$ cat src/rtl/ofc_pkg.sv
package ofc_pkg;
  typedef enum logic [1:0] {
    FILL_IDLE  = 2'd0,
    FILL_REQ   = 2'd1,
    FILL_BURST = 2'd2
  } fill_state_e;
endpackage

$ cat src/rtl/ofc_level_track.sv
module ofc_level_track #(
  parameter int DEPTH = 1024,
  parameter int LVL_W = $clog2(DEPTH) + 1
) (
  input  logic             clk,
  input  logic             rst,
  input  logic             push,
  input  logic             pop,
  output logic [LVL_W-1:0] lvl_d,
  output logic             acc_push,
  output logic             empty_n,
  output logic             half_n,
  output logic             full_n
);
  localparam logic [LVL_W-1:0] FULL_CNT = LVL_W'(DEPTH);
  localparam logic [LVL_W-1:0] HALF_CNT = LVL_W'(DEPTH / 2);

  logic [LVL_W-1:0] lvl_q;
  logic             acc_pop;

  always_comb begin
    acc_push = push && (lvl_q != FULL_CNT);
    acc_pop  = pop && (lvl_q != '0);
    lvl_d    = lvl_q;
    if (acc_push && !acc_pop)
      lvl_d = lvl_q + LVL_W'(1);
    else if (!acc_push && acc_pop)
      lvl_d = lvl_q - LVL_W'(1);
  end

  always_ff @(posedge clk) begin
    if (rst) begin
      lvl_q   <= '0;
      empty_n <= 1'b0;
      half_n  <= 1'b1;
      full_n  <= 1'b1;
    end else begin
      lvl_q   <= lvl_d;
      empty_n <= (lvl_d != '0);
      half_n  <= (lvl_d < HALF_CNT);
      full_n  <= (lvl_d != FULL_CNT);
    end
  end
endmodule

$ cat src/rtl/ofc_err_latch.sv
module ofc_err_latch (
  input  logic clk,
  input  logic rst,
  input  logic set_i,
  input  logic clr_i,
  output logic err_o
);
  always_ff @(posedge clk) begin
    if (rst)
      err_o <= 1'b0;
    else if (set_i)
      err_o <= 1'b1;
    else if (clr_i)
      err_o <= 1'b0;
  end
endmodule

$ cat src/rtl/ofc_refill_fsm.sv
module ofc_refill_fsm
  import ofc_pkg::*;
#(
  parameter int DEPTH  = 1024,
  parameter int BURST  = 256,
  parameter int LVL_W  = $clog2(DEPTH) + 1,
  parameter int BCNT_W = (BURST > 1) ? $clog2(BURST) : 1
) (
  input  logic             clk,
  input  logic             rst,
  input  logic [LVL_W-1:0] lvl_d,
  input  logic             acc_push,
  input  logic             fill_ack,
  output logic             fill_req
);
  localparam logic [LVL_W-1:0]  FULL_CNT  = LVL_W'(DEPTH);
  localparam logic [LVL_W-1:0]  BURST_CNT = LVL_W'(BURST);
  localparam logic [BCNT_W-1:0] LAST_WORD = BCNT_W'(BURST - 1);

  fill_state_e       st_q, st_d;
  logic [BCNT_W-1:0] cnt_q, cnt_d;
  logic [LVL_W-1:0]  free_words;

  assign free_words = FULL_CNT - lvl_d;

  always_comb begin
    st_d  = st_q;
    cnt_d = cnt_q;
    case (st_q)
      FILL_IDLE:
        if (free_words >= BURST_CNT) st_d = FILL_REQ;
      FILL_REQ:
        if (fill_ack) begin
          st_d  = FILL_BURST;
          cnt_d = '0;
        end
      FILL_BURST:
        if (acc_push) begin
          if (cnt_q == LAST_WORD) st_d = FILL_IDLE;
          else                    cnt_d = cnt_q + BCNT_W'(1);
        end
      default: st_d = FILL_IDLE;
    endcase
  end

  always_ff @(posedge clk) begin
    if (rst) begin
      st_q     <= FILL_IDLE;
      cnt_q    <= '0;
      fill_req <= 1'b0;
    end else begin
      st_q     <= st_d;
      cnt_q    <= cnt_d;
      fill_req <= (st_d == FILL_REQ);
    end
  end
endmodule

$ cat src/rtl/ofc_read_gate.sv
module ofc_read_gate #(
  parameter int DEPTH = 1024,
  parameter int LVL_W = $clog2(DEPTH) + 1
) (
  input  logic             clk,
  input  logic             rst,
  input  logic [LVL_W-1:0] lvl_d,
  input  logic             retrieve_done,
  input  logic             rd_start,
  input  logic             rd_end,
  output logic             rd_ok
);
  localparam logic [LVL_W-1:0] HALF_CNT = LVL_W'(DEPTH / 2);

  logic busy_q;
  logic grant;

  assign grant = (lvl_d >= HALF_CNT) || (retrieve_done && (lvl_d != '0));

  always_ff @(posedge clk) begin
    if (rst) begin
      busy_q <= 1'b0;
      rd_ok  <= 1'b0;
    end else begin
      if (!busy_q && !rd_start)
        rd_ok <= grant;
      if (rd_start)
        busy_q <= 1'b1;
      else if (rd_end)
        busy_q <= 1'b0;
    end
  end
endmodule

$ cat src/rtl/outfifo_flow_ctrl.sv
module outfifo_flow_ctrl #(
  parameter int DEPTH = 1024,
  parameter int BURST = 256
) (
  input  logic clk,
  input  logic rst,
  input  logic push,
  input  logic pop,
  input  logic fill_ack,
  input  logic rd_start,
  input  logic rd_end,
  input  logic retrieve_done,
  input  logic err_clr,
  output logic fill_req,
  output logic rd_ok,
  output logic empty_n,
  output logic half_n,
  output logic full_n,
  output logic err_flag
);
  localparam int LVL_W = $clog2(DEPTH) + 1;
  localparam logic [LVL_W-1:0] FULL_CNT = LVL_W'(DEPTH);

  logic [LVL_W-1:0] lvl_d;
  logic             acc_push;

  ofc_level_track #(.DEPTH(DEPTH), .LVL_W(LVL_W)) u_level (
    .clk(clk), .rst(rst), .push(push), .pop(pop),
    .lvl_d(lvl_d), .acc_push(acc_push),
    .empty_n(empty_n), .half_n(half_n), .full_n(full_n)
  );

  ofc_err_latch u_err (
    .clk(clk), .rst(rst),
    .set_i(lvl_d == FULL_CNT), .clr_i(err_clr), .err_o(err_flag)
  );

  ofc_refill_fsm #(.DEPTH(DEPTH), .BURST(BURST), .LVL_W(LVL_W)) u_refill (
    .clk(clk), .rst(rst), .lvl_d(lvl_d), .acc_push(acc_push),
    .fill_ack(fill_ack), .fill_req(fill_req)
  );

  ofc_read_gate #(.DEPTH(DEPTH), .LVL_W(LVL_W)) u_gate (
    .clk(clk), .rst(rst), .lvl_d(lvl_d), .retrieve_done(retrieve_done),
    .rd_start(rd_start), .rd_end(rd_end), .rd_ok(rd_ok)
  );
endmodule

$ cat config.mk
export PLATFORM = sky130hd
export DESIGN_NAME = outfifo_flow_ctrl
export DESIGN_NICKNAME = d
export VERILOG_FILES = /design/src/rtl/ofc_pkg.sv /design/src/rtl/ofc_level_track.sv /design/src/rtl/ofc_err_latch.sv /design/src/rtl/ofc_refill_fsm.sv /design/src/rtl/ofc_read_gate.sv /design/src/rtl/outfifo_flow_ctrl.sv
export SDC_FILE = /design/constraint.sdc
export NUM_CORES = 1
export LEC_CHECK = 0
export BUFFER_PORTS_ARGS = -buffer_cell sky130_fd_sc_hd__buf_2
export CAP_MARGIN = 20
export CELL_PAD_IN_SITES_DETAIL_PLACEMENT = 1
export CELL_PAD_IN_SITES_GLOBAL_PLACEMENT = 1
export CORE_ASPECT_RATIO = 0.9
export CORE_MARGIN = 5
export CORE_UTILIZATION = 40
export CTS_CLUSTER_DIAMETER = 100
export DETAILED_ROUTE_END_ITERATION = 7
export PLACE_DENSITY_LB_ADDON = 0.1
export SLEW_MARGIN = 15
export SYNTH_ARGS = -nofsm -noshare
export SYNTH_HDL_FRONTEND = slang
export SYNTH_SLANG_ARGS = --single-unit
export TNS_END_PERCENT = 1
$ cat constraint.sdc
create_clock -name clk -period 3.9 [get_ports clk]
set_clock_uncertainty 0.2 [all_clocks]
set_input_delay 0.39 -clock clk [delete_from_list [all_inputs] [get_ports clk]]
set_output_delay 0.39 -clock clk [all_outputs]
set_load 0.005 [all_outputs]
# After elaboration in Yosys (flattened, before gate mapping)
# Cells that the tools add are included.
[word_totals] reg_bits=28 out_inout_bits=6 wordCells=60
[classes] add_sub_neg=4 magnitude_cmp=3 n_eq_ne=10 n_mux=15 reduce_logical=18
[ops] cell="8-bit two-way mux" n=3
[ops] cell="11-bit two-way mux" n=2
[ops] cell="11-bit != test (second input constant)" n=2
[ops] cell="11-bit nonzero test" n=2
[ops] cell="8-bit case mux with 2 select lines" n=1
[ops] cell="11-bit by 1-bit adder with 11-bit output (second input constant)" n=1
[ops] cell="11-bit == test (second input constant)" n=1
[ops] cell="11-bit by 10-bit greater-or-equal comparator with 1-bit output (second input constant)" n=1
[ops] cell="11-bit by 9-bit greater-or-equal comparator with 1-bit output (second input constant)" n=1
[ops] cell="11-bit by 10-bit less-than comparator with 1-bit output (second input constant)" n=1
[ops] cell="11-bit by 1-bit subtractor with 11-bit output (second input constant)" n=1
[ops] cell="11-bit subtractor (first input constant)" n=1
[ops] cell="8-bit by 1-bit adder with 8-bit output (second input constant)" n=1
[ops] cell="8-bit == test (second input constant)" n=1
[ops] cell="2-bit two-way mux" n=4
[ops] cell="1-bit logical AND" n=6
[ops] cell="2-bit != test (second input constant)" n=3
[ops] cell="2-bit case mux with 3 select lines" n=1
[ops] cell="2-bit nonzero test" n=3
[ops] cell="2-bit by 1-bit == test with 1-bit output (second input constant)" n=2
[ops] cell="1-bit logical NOT" n=4
[ops] cell="1-bit two-way mux" n=4
[ops] cell="4-bit AND reduction" n=1
[ops] cell="2-bit == test (second input constant)" n=1
[ops] cell="other kinds (2)" n=2

# Longest topological paths before layout
# Gate-level depths: netlist of the first run.
[depth] ltp_word=11 depth_mapped=11 mapped_depth_nobuf=9

# Modules after synthesis
# Synthesis of the first run repeated with hierarchy kept, for this count alone.
[hier_totals] cells_unflattened=213 hier_area_um2=1705.4
[modules_own_cells] mod="ofc_level_track" instances=1 cells_each=127 area_each_um2=964.7 seq_area_each_um2=280.3
[modules_own_cells] mod="ofc_refill_fsm" instances=1 cells_each=66 area_each_um2=571.8 seq_area_each_um2=220.2
[modules_own_cells] mod="ofc_read_gate" instances=1 cells_each=12 area_each_um2=103.8 seq_area_each_um2=40.0
[modules_own_cells] mod="ofc_err_latch" instances=1 cells_each=4 area_each_um2=38.8 seq_area_each_um2=20.0
[modules_own_cells] mod="outfifo_flow_ctrl" instances=1 cells_each=4 area_each_um2=26.3 seq_area_each_um2=0.0

# Worst setup path after synthesis of the first run
# Ideal clock, no wire load.
[synth_path] path_type="flip-flop to flip-flop" from="register u_level.lvl_q[1]" to="register u_refill.fill_req" arrival_ps=3354 path_slack_ps=231 path_stages_with_launch=12 n_path_buf=2 synth_period_minus_slack_ps=3669 cell_sequence="dfxtp_1 -> clkbuf_1 -> inv_1 -> ha_1 -> or3b_2 -> clkbuf_1 -> or4_4 -> a31oi_4 -> o211ai_2 -> or4_4 -> or4_4 -> a31o_1"
[synth_via] elab_chain_len=11
[synth_lines] item="from (decl)" line="ofc_level_track.sv:18" text="logic [LVL_W-1:0] lvl_q;"
[synth_lines] item="from (signal assigned)" line="ofc_level_track.sv:38" text="lvl_q <= lvl_d;"
[synth_lines] item="branches (longest 9 deep; another with 11-bit by 1-bit subtractor with 11-bit output)"
[synth_lines] item="2-bit case mux with 3 select lines (*)" line="ofc_refill_fsm.sv:29" text="case (st_q)"
[synth_lines] item="2-bit by 1-bit == test with 1-bit output (*)" line="ofc_refill_fsm.sv:54" text="fill_req <= (st_d == FILL_REQ);"
[synth_lines] item="to (signal assigned)" line="ofc_refill_fsm.sv:54"
[synth_lines] item="to (decl)" line="ofc_refill_fsm.sv:14" text="output logic fill_req"
# Every way passes the cells marked *.
# A chain may end at the register's enable or synchronous reset.

# Worst setup path after layout of the first run
[layout_path] from="register u_level.lvl_q[0]" to="register u_refill.fill_req"
# Same word-level chain as after synthesis.

==> metrics.log, run 1 <==
[metrics] outcome: finished, final reports clean
[metrics] count of antenna diodes in the layout: 0
[metrics] number of global-route vias before repair: 1783
[metrics] synth-to-layout area growth: 7.563%
[metrics] maximum number of pins on one net before global-route repair: 26
[metrics] destination of the critical timing path: u_refill.fill_req
[metrics] RSZ-0062 raised after global routing: false
[metrics] per-instance average area after synthesis: just over 8 µm²
[metrics] Tightest Pin Transition: approximately 0.73 ns
[metrics] number of endpoints with negative hold slack in the final report: 0
[metrics] Setup WS post-layout: 0.2879 ns
[metrics] final net count: approximately 260
[metrics] cell with the most instances after synthesis: dfxtp_1
[metrics] Syn Nets: 250
[metrics] Synth Register Bits: 28
[metrics] gr usage total: between 15 and 20%
[metrics] critical path class: reg2reg
[metrics] reg2reg end: u_refill.fill_req
[metrics] hold crit path type: in2reg
[metrics] dominant combinational cell family by area after synthesis: simple AND/OR/NAND/NOR gates
[metrics] die footprint: around 0.0063 mm²
[metrics] synthesis warning total: 0
[metrics] Synth area leaders: dfxtp_1 29%, nor2_1 4.8%, buf_6 2.9%, nor3_1 2.8%, xor2_1 2.7%
[metrics] layout filler cell count: 586
[metrics] worst setup path start: u_level.lvl_q[0]
[metrics] register-to-register path setup slack: about 0.29 ns
[metrics] number of clock sinks: 28
[metrics] Worst R2R Start: u_level.lvl_q[0]
[metrics] multiplexer fraction of the synthesized cell area: between 2 and 3%
[metrics] Max Cap Viol: 0
[metrics] Cell variety after synth: 59
[metrics] H-tree Lvls: 1
[metrics] width of the die: 83.33 µm
[metrics] number of instances in the synthesized netlist: 238
[metrics] achievable frequency: 276.8 MHz
[metrics] post-DR wirelength/cell: 16.83 µm
[metrics] Slew headroom: 50.97%
[metrics] share of the clock period used by the worst path after layout: 92.62%
[metrics] Final Slew Violations: 0
[metrics] final setup TNS: 0 ns
[metrics] critical path data required time: a little under 4 ns
[metrics] hold-fix buffers at CTS: 0
[metrics] launching element type of the critical path: flop
[metrics] HPWL reported at the end of detailed placement: between 3000 and 4000 µm
[metrics] top cell type's share of synthesized area: between 20% and 30%
[metrics] predominant post-synthesis flop cell: dfxtp_1
[metrics] clock tree root buffer cell: clkbuf_8
[metrics] initial drt markers: 88
[metrics] IO Pins: 15
[metrics] vias per cell: a little under 6
[metrics] data arrival at the endpoint of the critical path: 3.59 ns
[metrics] largest area contributor in the synthesized netlist: dfxtp_1
[metrics] ratio of cells with drive above 1 in the final layout: 15.57%
[metrics] Post-synth EDFFs: 0
[metrics] DR DRC count: 0
[metrics] residual antenna-violating net count after detailed routing: 0
[metrics] final worst path period need: around 3.6 ns
[metrics] vias post-DR: around 1800
[metrics] proportion of total power due to net switching: approximately 45%
[metrics] Pwr per Cell Area: 732.9 mW/mm²
[metrics] clock-pin slew of the registers on the worst-case setup and hold paths: 0.11 ns
[metrics] floorplan die height: approximately 76 µm
[metrics] critical-path maximum fanout: 7
[metrics] number of I/O port buffers: 14
[metrics] total power consumption of the routed design: between 1.5 and 2 mW
[metrics] design internal power: approximately 0.84 mW
[metrics] depth of the worst register-to-register path: 9
[metrics] routability congestion estimate: around 0.84
[metrics] CTS tree: built
[metrics] type of destination of the critical path: flop
[metrics] Worst-Skew Late Latency: approximately 0.28 ns
[metrics] XOR/XNOR share of the synthesized area: between 3 and 4%
[metrics] utilization of the core after routing: a little over two fifths
[metrics] simple-gate area share of the yosys netlist: a little over a third
[metrics] Core Area: around 0.0048 mm²
[metrics] area of the multi-input gates: approximately 0.0012 mm²
[metrics] CTS max path bufs: 2
[metrics] async set-or-reset flop fraction in the synthesized netlist: 0%
[metrics] Worst IR Drop VDD: roughly 0.35 mV
[metrics] final global-route overflow total: 0
[metrics] list of most frequent post-synthesis cells: 28 x dfxtp_1, 25 x nor2_1, 13 x nand2_1
[metrics] Hold Path Origin: rd_start
[metrics] # Post-CTS Setup Buffers: 0
[metrics] number of placement rows: 24
[metrics] part of the total power dissipated in combinational logic: between 50% and 60%
[metrics] minimum setup slack after placement: about 0.33 ns
[metrics] count of endpoints failing setup in the final report: 0
[metrics] net switching component of the power: between 0.6 and 0.7 mW
[metrics] drt pass-1 iters: 4
[metrics] Cell Area, Synth: 0.001936 mm²
[metrics] initial antenna violation count: 0
[metrics] Clock Power Share: 15.4%
[metrics] effective utilization at floorplan: about two fifths
[metrics] global-route wire length before repair: just under 9000 µm
[metrics] leakage component of the power: between 0.7 and 0.8 nW
[metrics] sequential share of power: approximately a quarter
[metrics] Resized cells post-CTS: 0
[metrics] sequential fraction of the synthesis area: between 20 and 30%
[metrics] DRT Wirelength: approximately 5200 µm
[metrics] adder and majority cell fraction of the synthesized area: 1.939%
[metrics] sequential standard cell area: 560.5 µm²
[metrics] TritonCTS Buffers: 3
[metrics] compound-gate portion of the synthesized area: around 20%
-- power by group through the flow --
stage	logic, mW	registers, mW	clock network (mW)
final	0.886	0.405	0.235
after global routing	0.976	0.414	0.255
after CTS	0.881	0.403	0.244
after detailed placement	0.870	0.409	0
after global placement	0.860	0.411	0
after floorplan	0.699	0.374	0
-- sequential cells by signal (all words and copies together), names as in the netlist --
name and flops:
u_err.err_o 1, u_level.empty_n 1, u_level.half_n 1, u_refill.fill_req 1, u_refill.st_q 2, u_gate.busy_q 1, u_gate.rd_ok 1, u_level.lvl_q 11
u_level.full_n 1, u_refill.cnt_q 8
-- cell type report --
class / count / area share [%]
clock buffers: 3 / 1.983
clock inverters: 1 / 1.442
inverters: 7 / 1.262
multi-input cells: 186 / 59.31
flip-flops and latches: 28 / 26.92
well taps: 65 / 3.906
repair buffers: 19 / 5.168
-- how the worst min path moves through the flow --
stage | to | slack, ns | cells after the start
4_1_cts | u_gate.busy_q | 0.12 | 3
3_5_place_dp | u_err.err_o | 0.26 | 1
3_3_place_gp | u_err.err_o | 0.26 | 1
2_1_floorplan | u_gate.busy_q | 0.25 | 2
6_report | u_gate.busy_q | 0.14 | 3
5_1_grt | u_gate.busy_q | 0.14 | 3
-- kinds of logic after synthesis --
logic type               Yosys count
AO/OA/AOI/OAI                     53
XOR/XNOR                           8
AND/OR/NAND/NOR                  117
flip-flops                        28
multiplexers                       5
adder cells (fa/ha/maj)            3
buffers and inverters             24
-- metal layers --
layer | GRT usage [%] | wire [µm] | vias up | share of wire [%]
li1 | - | - | 894 | -
met1 | 22.18 | 2648 | 873 | 51
met2 | 26.84 | 2336 | 25 | 45
met3 | 3.351 | 156 | 6 | 3.0
met4 | 4.248 | 58 | 0 | 1.1
met5 | 0 | 0 | - | 0
-- stage by stage --
stage                     hold WS, ns  area, µm²  cells
after floorplan                0.2518       1936    238
after global placement         0.2587       2011    305
after detailed placement       0.2620       2011    305
after CTS                      0.1239       2082    309
after global routing           0.1393       2082    309
final                          0.1352       2082    309
-- worst max-delay path: stages (launching register included) --
cell and delay (ns):
dfxtp_1 0.33, inv_1 0.10, ha_1 0.27, or3b_2 0.56, or4_4 0.56, a31oi_4 0.16, o211ai_2 0.11, or4_4 0.46
or4_4 0.53, a31o_1 0.22
-- cells in the final DEF (no fill, tap or decap), types with 4 or more instances in the layout --
cell type and n:
a211oi_1 4, a21oi_1 10, a31oi_1 5, buf_2 14
buf_4 5, dfxtp_1 28, inv_1 7, mux2i_1 5
nand2_1 13, nand2b_1 6, nand3_1 8, nand3b_1 4
nand4_1 7, nor2_1 25, nor2b_1 8, nor3_1 11
nor4_1 5, o21ai_0 9, or4_4 4, xor2_1 6
Note: power is estimated with default switching activity, not from simulation.
==> inputs of run 2 (changes only) <==
- ABC_AREA: unset -> 1
- CORE_UTILIZATION: 40 -> 38
==> metrics.log, run 2 <==
[metrics] TritonCTS Buffers: 3
[metrics] utilization of the core after routing: 43.29%
[metrics] CTS max path bufs: 2
[metrics] Setup WS post-layout: 1.153 ns
[metrics] leading cell types in the layout, fill and taps excluded: 83 x nand2_1, 32 x inv_1, 32 x nor2_1
[metrics] leakage component of the power: approximately 1 nW
[metrics] critical path's largest stage delay: between 0.4 and 0.5 ns
[metrics] Worst IR Drop VDD: 0.4006 mV
[metrics] number of placement rows: 24
[metrics] global-route wire length before repair: between 9000 and 10000 µm
[metrics] die footprint: around 0.0066 mm²
[metrics] Syn Nets: 302
[metrics] clock-pin slew of the registers on the worst-case setup and hold paths: 0.10 ns
[metrics] largest register by flop count: u_level.lvl_q
[metrics] sequential standard cell area: about 560 µm²
[metrics] top cell type's share of synthesized area: between 20 and 30%
[metrics] launching element type of the critical path: flop
[metrics] vias per cell: 4.949
[metrics] simple-gate area share of the yosys netlist: about half
[metrics] RSZ-0062 raised after global routing: false
[metrics] Top delay family on crit path: simple AND/OR/NAND/NOR gates
[metrics] final global-route overflow total: 0
[metrics] CTS tree: built
[metrics] Synth area leaders: dfxtp_1 29%, nand2_1 16%, inv_1 6.3%, nor2_1 6.3%, nand3_1 5.2%
[metrics] initial drt markers: just over 90
[metrics] number of instances in the synthesized netlist: 290
[metrics] minimum setup slack after placement: between 1 and 1.5 ns
[metrics] critical-path maximum fanout: 11
[metrics] floorplan die height: 77.38 µm
[metrics] routability congestion estimate: between 0.8 and 0.9
[metrics] Cell Area, Synth: 0.001917 mm²
[metrics] outcome: finished, final reports clean
[metrics] Resized cells post-CTS: 0
[metrics] per-instance average area after synthesis: around 6.6 µm²
[metrics] final setup TNS: 0 ns
[metrics] DRT Wirelength: ~5200 µm
[metrics] ratio of cells with drive above 1 in the final layout: 18.75%
[metrics] Final Slew Violations: 0
[metrics] Worst-Skew Late Latency: 0.28 ns
[metrics] XOR/XNOR share of the synthesized area: 2.742%
[metrics] maximum number of pins on one net before global-route repair: 20
[metrics] number of clock sinks: 28
[metrics] hold-fix buffers at CTS: 0
[metrics] adder and majority cell fraction of the synthesized area: 1.958%
[metrics] DR DRC count: 0
[metrics] predominant post-synthesis flop cell: dfxtp_1
[metrics] final net count: 317
[metrics] drt pass-1 iters: 4
[metrics] number of endpoints with negative hold slack in the final report: 0
[metrics] dominant cell type by count on the critical path: nand2_1
[metrics] critical path data required time: 3.86 ns
[metrics] CP Buf/Inv Count: 2
[metrics] post-DR wirelength/cell: around 14 µm
[metrics] number of global-route vias before repair: 1904
[metrics] gr usage total: 16.88%
[metrics] sequential fraction of the synthesis area: 29.24%
[metrics] hold crit path type: in2reg
[metrics] vias post-DR: roughly 1800
[metrics] residual antenna-violating net count after detailed routing: 0
[metrics] HPWL reported at the end of detailed placement: between 4000 and 5000 µm
[metrics] Synth Register Bits: 28
[metrics] count of endpoints failing setup in the final report: 0
[metrics] cell with the most instances after synthesis: nand2_1
[metrics] Slowest cell on crit path: dfxtp_1
[metrics] count of antenna diodes in the layout: 0
[metrics] synthesis warning total: 0
[metrics] number of flip-flops in the largest register: 11
[metrics] multiplexer fraction of the synthesized cell area: 0%
[metrics] # Post-CTS Setup Buffers: 0
[metrics] registers with the most flip-flops: u_level.lvl_q x11, u_refill.cnt_q x8, u_refill.st_q x2
[metrics] Core Area: around 0.0049 mm²
[metrics] data arrival at the endpoint of the critical path: ~2.7 ns
[metrics] critical path class: reg2reg
[metrics] Max Cap Viol: 0
[metrics] Slew headroom: between 60% and 70%
[metrics] Cell variety after synth: 33
[metrics] Tightest Pin Transition: 0.4564 ns
[metrics] compound-gate portion of the synthesized area: under 10%
[metrics] area of the multi-input gates: between 0.001 and 0.0015 mm²
[metrics] leading cell type in the layout, fill and taps excluded: nand2_1
[metrics] Post-synth EDFFs: 0
[metrics] cells traversed along the worst timing path: inv_1 -> ha_1 -> inv_1 -> nor2_1 -> nand3_2 -> nor2_2 -> nor2_2 -> nand2_4 -> nand2_1 -> nand2_1 -> nor2_2 -> nand2_1 -> nor2_1 -> nand2_1 -> nand3_2 -> a21oi_1
[metrics] dominant combinational cell family by area after synthesis: simple AND/OR/NAND/NOR gates
[metrics] largest area contributor in the synthesized netlist: dfxtp_1
[metrics] share of the clock period used by the worst path after layout: between 70% and 80%
[metrics] list of most frequent post-synthesis cells: 83 x nand2_1, 32 x inv_1, 32 x nor2_1
[metrics] width of the die: roughly 85 µm
[metrics] final worst path period need: 2.747 ns
[metrics] effective utilization at floorplan: between 30% and 40%
[metrics] achievable frequency: 364.1 MHz
[metrics] Pwr per Cell Area: just over 1000 mW/mm²
[metrics] synth-to-layout area growth: 9.856%
[metrics] layout filler cell count: ~700
[metrics] number of I/O port buffers: 14
[metrics] type of destination of the critical path: flop
[metrics] async set-or-reset flop fraction in the synthesized netlist: 0%
[metrics] clock tree root buffer cell: clkbuf_8
[metrics] H-tree Lvls: 1
[metrics] IO Pins: 15
[metrics] initial antenna violation count: 0
-- run 2: per-stage QoR --
step / power, mW / instance area, µm² / hold slack, ns / instances
after floorplan: 1.631 / 1917 / 0.2555 / 290
after global placement: 1.944 / 2034 / 0.2516 / 365
after detailed placement: 1.955 / 2034 / 0.2572 / 365
after CTS: 2.202 / 2106 / 0.06564 / 369
after global routing: 2.405 / 2106 / 0.06205 / 369
final: 2.174 / 2106 / 0.07792 / 369
-- run 2: kinds of logic (layout without fill, tap and decap cells) --
kind of cell	Yosys count	in the layout
compound gates	30	30
simple gates	184	184
buf+inv	39	53
fa+ha+maj	3	3
flops	28	28
xor+xnor	6	6
-- run 2: area by class of cell --
| class | count | share of cell area, % |
|---|---|---|
| Multi-Input combinational cell | 223 | 56.57 |
| Sequential cell | 28 | 26.62 |
| Inverter | 35 | 6.239 |
| Tap cell | 65 | 3.862 |
| Timing Repair Buffer | 14 | 3.327 |
| Clock buffer | 3 | 1.961 |
| Clock inverter | 1 | 1.426 |
-- run 2: worst paths after layout --
| kind | start | to | slack [ns] | depth (start not counted) |
|---|---|---|---|---|
| min | rd_end | u_gate.busy_q | 0.08 | 2 |
| max reg2reg | u_level.lvl_q[0] | u_refill.fill_req | 1.15 | 16 |
| max | u_level.lvl_q[0] | u_refill.fill_req | 1.15 | 16 |
| min reg2reg | u_err.err_o | u_err.err_o | 0.27 | 2 |
-- run 2: report_power, final --
group / internal (mW) / switching [mW] / total, mW / leakage [nW]
registers: 0.371 / 0.110 / 0.481 / 0.229
logic: 0.484 / 0.980 / 1.46 / 0.735
clock network: 0.137 / 0.0910 / 0.228 / 0.0357
-- run 2: metal layers --
layer | routed length [µm] | up-vias | GRT usage [%]
li1 | - | 956 | -
met2 | 2359 | 15 | 28.09
met4 | 19 | 0 | 1.899
met5 | 0 | - | 0
met1 | 2751 | 853 | 23.85
met3 | 92 | 2 | 2.648
-- run 2: worst reg2reg max path, stage by stage (launching register included) --
cell     delay (ns)
dfxtp_1        0.44
inv_1          0.15
ha_1           0.30
inv_1          0.09
nor2_1         0.05
nand3_2        0.12
nor2_2         0.05
nor2_2         0.26
nand2_4        0.17
nand2_1        0.12
nand2_1        0.12
nor2_2         0.18
nand2_1        0.07
nor2_1         0.09
nand2_1        0.08
nand3_2        0.08
a21oi_1        0.06
==> inputs of run 3 (changes only) <==
- clock period: 3.9 -> 2.5 ns (I/O delays scaled with it)
==> metrics.log, run 3 (synthesis gave the netlist of run 2 again) <==
[metrics] initial antenna violation count: 0
[metrics] drt pass-1 iters: 4
[metrics] reg2reg end: u_level.empty_n
[metrics] number of endpoints with negative hold slack in the final report: 0
[metrics] width of the die: about 85 µm
[metrics] clock-pin slew of the registers on the worst-case setup and hold paths: 0.10 ns
[metrics] residual antenna-violating net count after detailed routing: 0
[metrics] count of antenna diodes in the layout: 0
[metrics] HPWL reported at the end of detailed placement: 4363 µm
[metrics] clock tree root buffer cell: clkbuf_8
[metrics] maximum number of pins on one net before global-route repair: 20
[metrics] outcome: finished, final reports clean
[metrics] Pwr per Cell Area: 1643 mW/mm²
[metrics] number of standard cells in the layout, taps in and fillers out: 385
[metrics] CTS tree: built
[metrics] final global-route overflow total: 0
[metrics] number of flip-flops in the largest register: 11
[metrics] Tightest Pin Transition: between 0.3 and 0.4 ns
[metrics] Worst-Skew Late Latency: ~0.29 ns
[metrics] DR DRC count: 0
[metrics] synth-to-layout area growth: 19.39%
[metrics] area of the multi-input gates: 0.001265 mm²
[metrics] Worst IR Drop VDD: roughly 0.74 mV
[metrics] final net count: about 330
[metrics] DRT Wirelength: 5586 µm
[metrics] Final Slew Violations: 0
[metrics] number of global-route vias before repair: 1912
[metrics] layout filler cell count: approximately 660
[metrics] final worst path period need: around 2.4 ns
[metrics] critical-path maximum fanout: 8
[metrics] destination of the critical timing path: u_level.empty_n
[metrics] type of destination of the critical path: flop
[metrics] minimum setup slack after placement: -0.05514 ns
[metrics] post-DR wirelength/cell: 14.51 µm
[metrics] Core Area: roughly 0.0049 mm²
[metrics] vias post-DR: 1943
[metrics] data arrival at the endpoint of the critical path: about 2.4 ns
[metrics] number of clock sinks: 28
[metrics] leading cell type in the layout, fill and taps excluded: nand2_1
[metrics] die footprint: 0.006567 mm²
[metrics] leading cell types in the layout, fill and taps excluded: 76 x nand2_1, 29 x inv_1, 27 x nor2_1
[metrics] post-route cell area: about 0.0023 mm²
[metrics] floorplan die height: slightly below 80 µm
[metrics] leakage component of the power: 1.072 nW
[metrics] Setup WS post-layout: ~0.13 ns
[metrics] registers with the most flip-flops: u_level.lvl_q x11, u_refill.cnt_q x8, u_refill.st_q x2
[metrics] sequential standard cell area: 565.5 µm²
[metrics] register-to-register path setup slack: 0.13 ns
[metrics] Max Cap Viol: 0
[metrics] critical path data required time: approximately 2.5 ns
[metrics] worst setup path start: u_level.lvl_q[1]
[metrics] number of placement rows: 24
[metrics] initial drt markers: 89
[metrics] largest register by flop count: u_level.lvl_q
[metrics] launching element type of the critical path: flop
[metrics] routability congestion estimate: just under 0.9
[metrics] RSZ-0062 raised after global routing: true
[metrics] H-tree Lvls: 1
[metrics] total power consumption of the routed design: about 3.8 mW
[metrics] hold crit path type: in2reg
[metrics] depth of the worst register-to-register path: 17
[metrics] share of the clock period used by the worst path after layout: 94.99%
[metrics] IO Pins: 15
[metrics] cell area after placement: ~0.0021 mm²
[metrics] gr usage total: between 10% and 20%
[metrics] Worst R2R Start: u_level.lvl_q[1]
[metrics] CTS max path bufs: 2
[metrics] global-route wire length before repair: 9294 µm
[metrics] effective utilization at floorplan: approximately 39%
[metrics] TritonCTS Buffers: 3
[metrics] number of I/O port buffers: 14
[metrics] achievable frequency: 421.1 MHz
[metrics] ratio of cells with drive above 1 in the final layout: roughly 28%
[metrics] count of endpoints failing setup in the final report: 0
[metrics] vias per cell: roughly 5.0
[metrics] Slew headroom: between 70% and 80%
[metrics] critical path class: reg2reg
[metrics] placed cell count: ~370
## run 3: cell types whose count changed in the layout (fill, tap and decap cells not counted), moves of 4 or more
cell     previous run  this run
dfxtp_2             0         4
dfxtp_1            28        24
nand2_2             6        13
nand2_1            83        76
nor2_4              4         9
buf_4               0        12
nor2_1             32        27
## run 3: layer usage
metal | track usage [%] | part of all wire [%]
met2 | 28.01 | 46
met5 | 0 | 0
met1 | 24.73 | 50
met3 | 2.648 | 3.8
met4 | 2.848 | 0.54
## run 3: worst min path at each step
stage | slack, ns | endpoint | startpoint | cells after the start
2_1_floorplan | 0.15 | u_gate.busy_q | rd_end | 1
3_3_place_gp | 0.24 | u_err.err_o | err_clr | 2
3_5_place_dp | 0.24 | u_gate.busy_q | rd_end | 2
4_1_cts | 0.02 | u_gate.busy_q | rd_start | 3
5_1_grt | 0.02 | u_gate.busy_q | rd_start | 3
6_report | 0.02 | u_gate.busy_q | rd_start | 3
## run 3: report_power, final
part	switching (mW)	total [mW]	internal [mW]
logic	1.70	2.70	1.00
registers	0.177	0.761	0.585
clock network	0.153	0.294	0.142
## run 3: cell type report
cell class | instances | share of cell area, %
Multi-Input combinational cell | 224 | 55.28
Tap cell | 65 | 3.554
Inverter | 35 | 5.741
Clock buffer | 4 | 2.406
Timing Repair Buffer | 29 | 8.311
Sequential cell | 28 | 24.71
## run 3: critical path: stages, from the launching register on
cell     delay [ns]
dfxtp_2        0.35
inv_2          0.08
ha_4           0.15
inv_2          0.04
nor2_2         0.10
nand3_2        0.12
nor2_4         0.24
nor2_8         0.09
nand2_4        0.12
nand2_2        0.06
nand2_2        0.07
nand2_2        0.06
nor2_4         0.10
nand2_2        0.07
nor2_4         0.16
nand3_2        0.09
nor2_1         0.11
nor2_1         0.04
## run 3: through the flow
| step | hold slack, ns | setup TNS, ns | util (%) |
|---|---|---|---|
| floorplan | 0.1520 | 0 | - |
| global placement | 0.2405 | -0.05466 | 43.21 |
| detailed placement | 0.2416 | -0.1751 | 43.21 |
| CTS | 0.01805 | 0 | 45.06 |
| global route | 0.01734 | -0.1102 | 47.04 |
| finish | 0.01641 | 0 | 47.04 |
## run 3: timing repair
item,4_1_cts,5_1_grt
endpoints found under the setup margin,4,7
gates cloned,0,1
pin swaps,0,15
resized for setup,1,24
buffers inserted,0,3
endpoints found under the hold margin,3,0
hold buffers,3,0
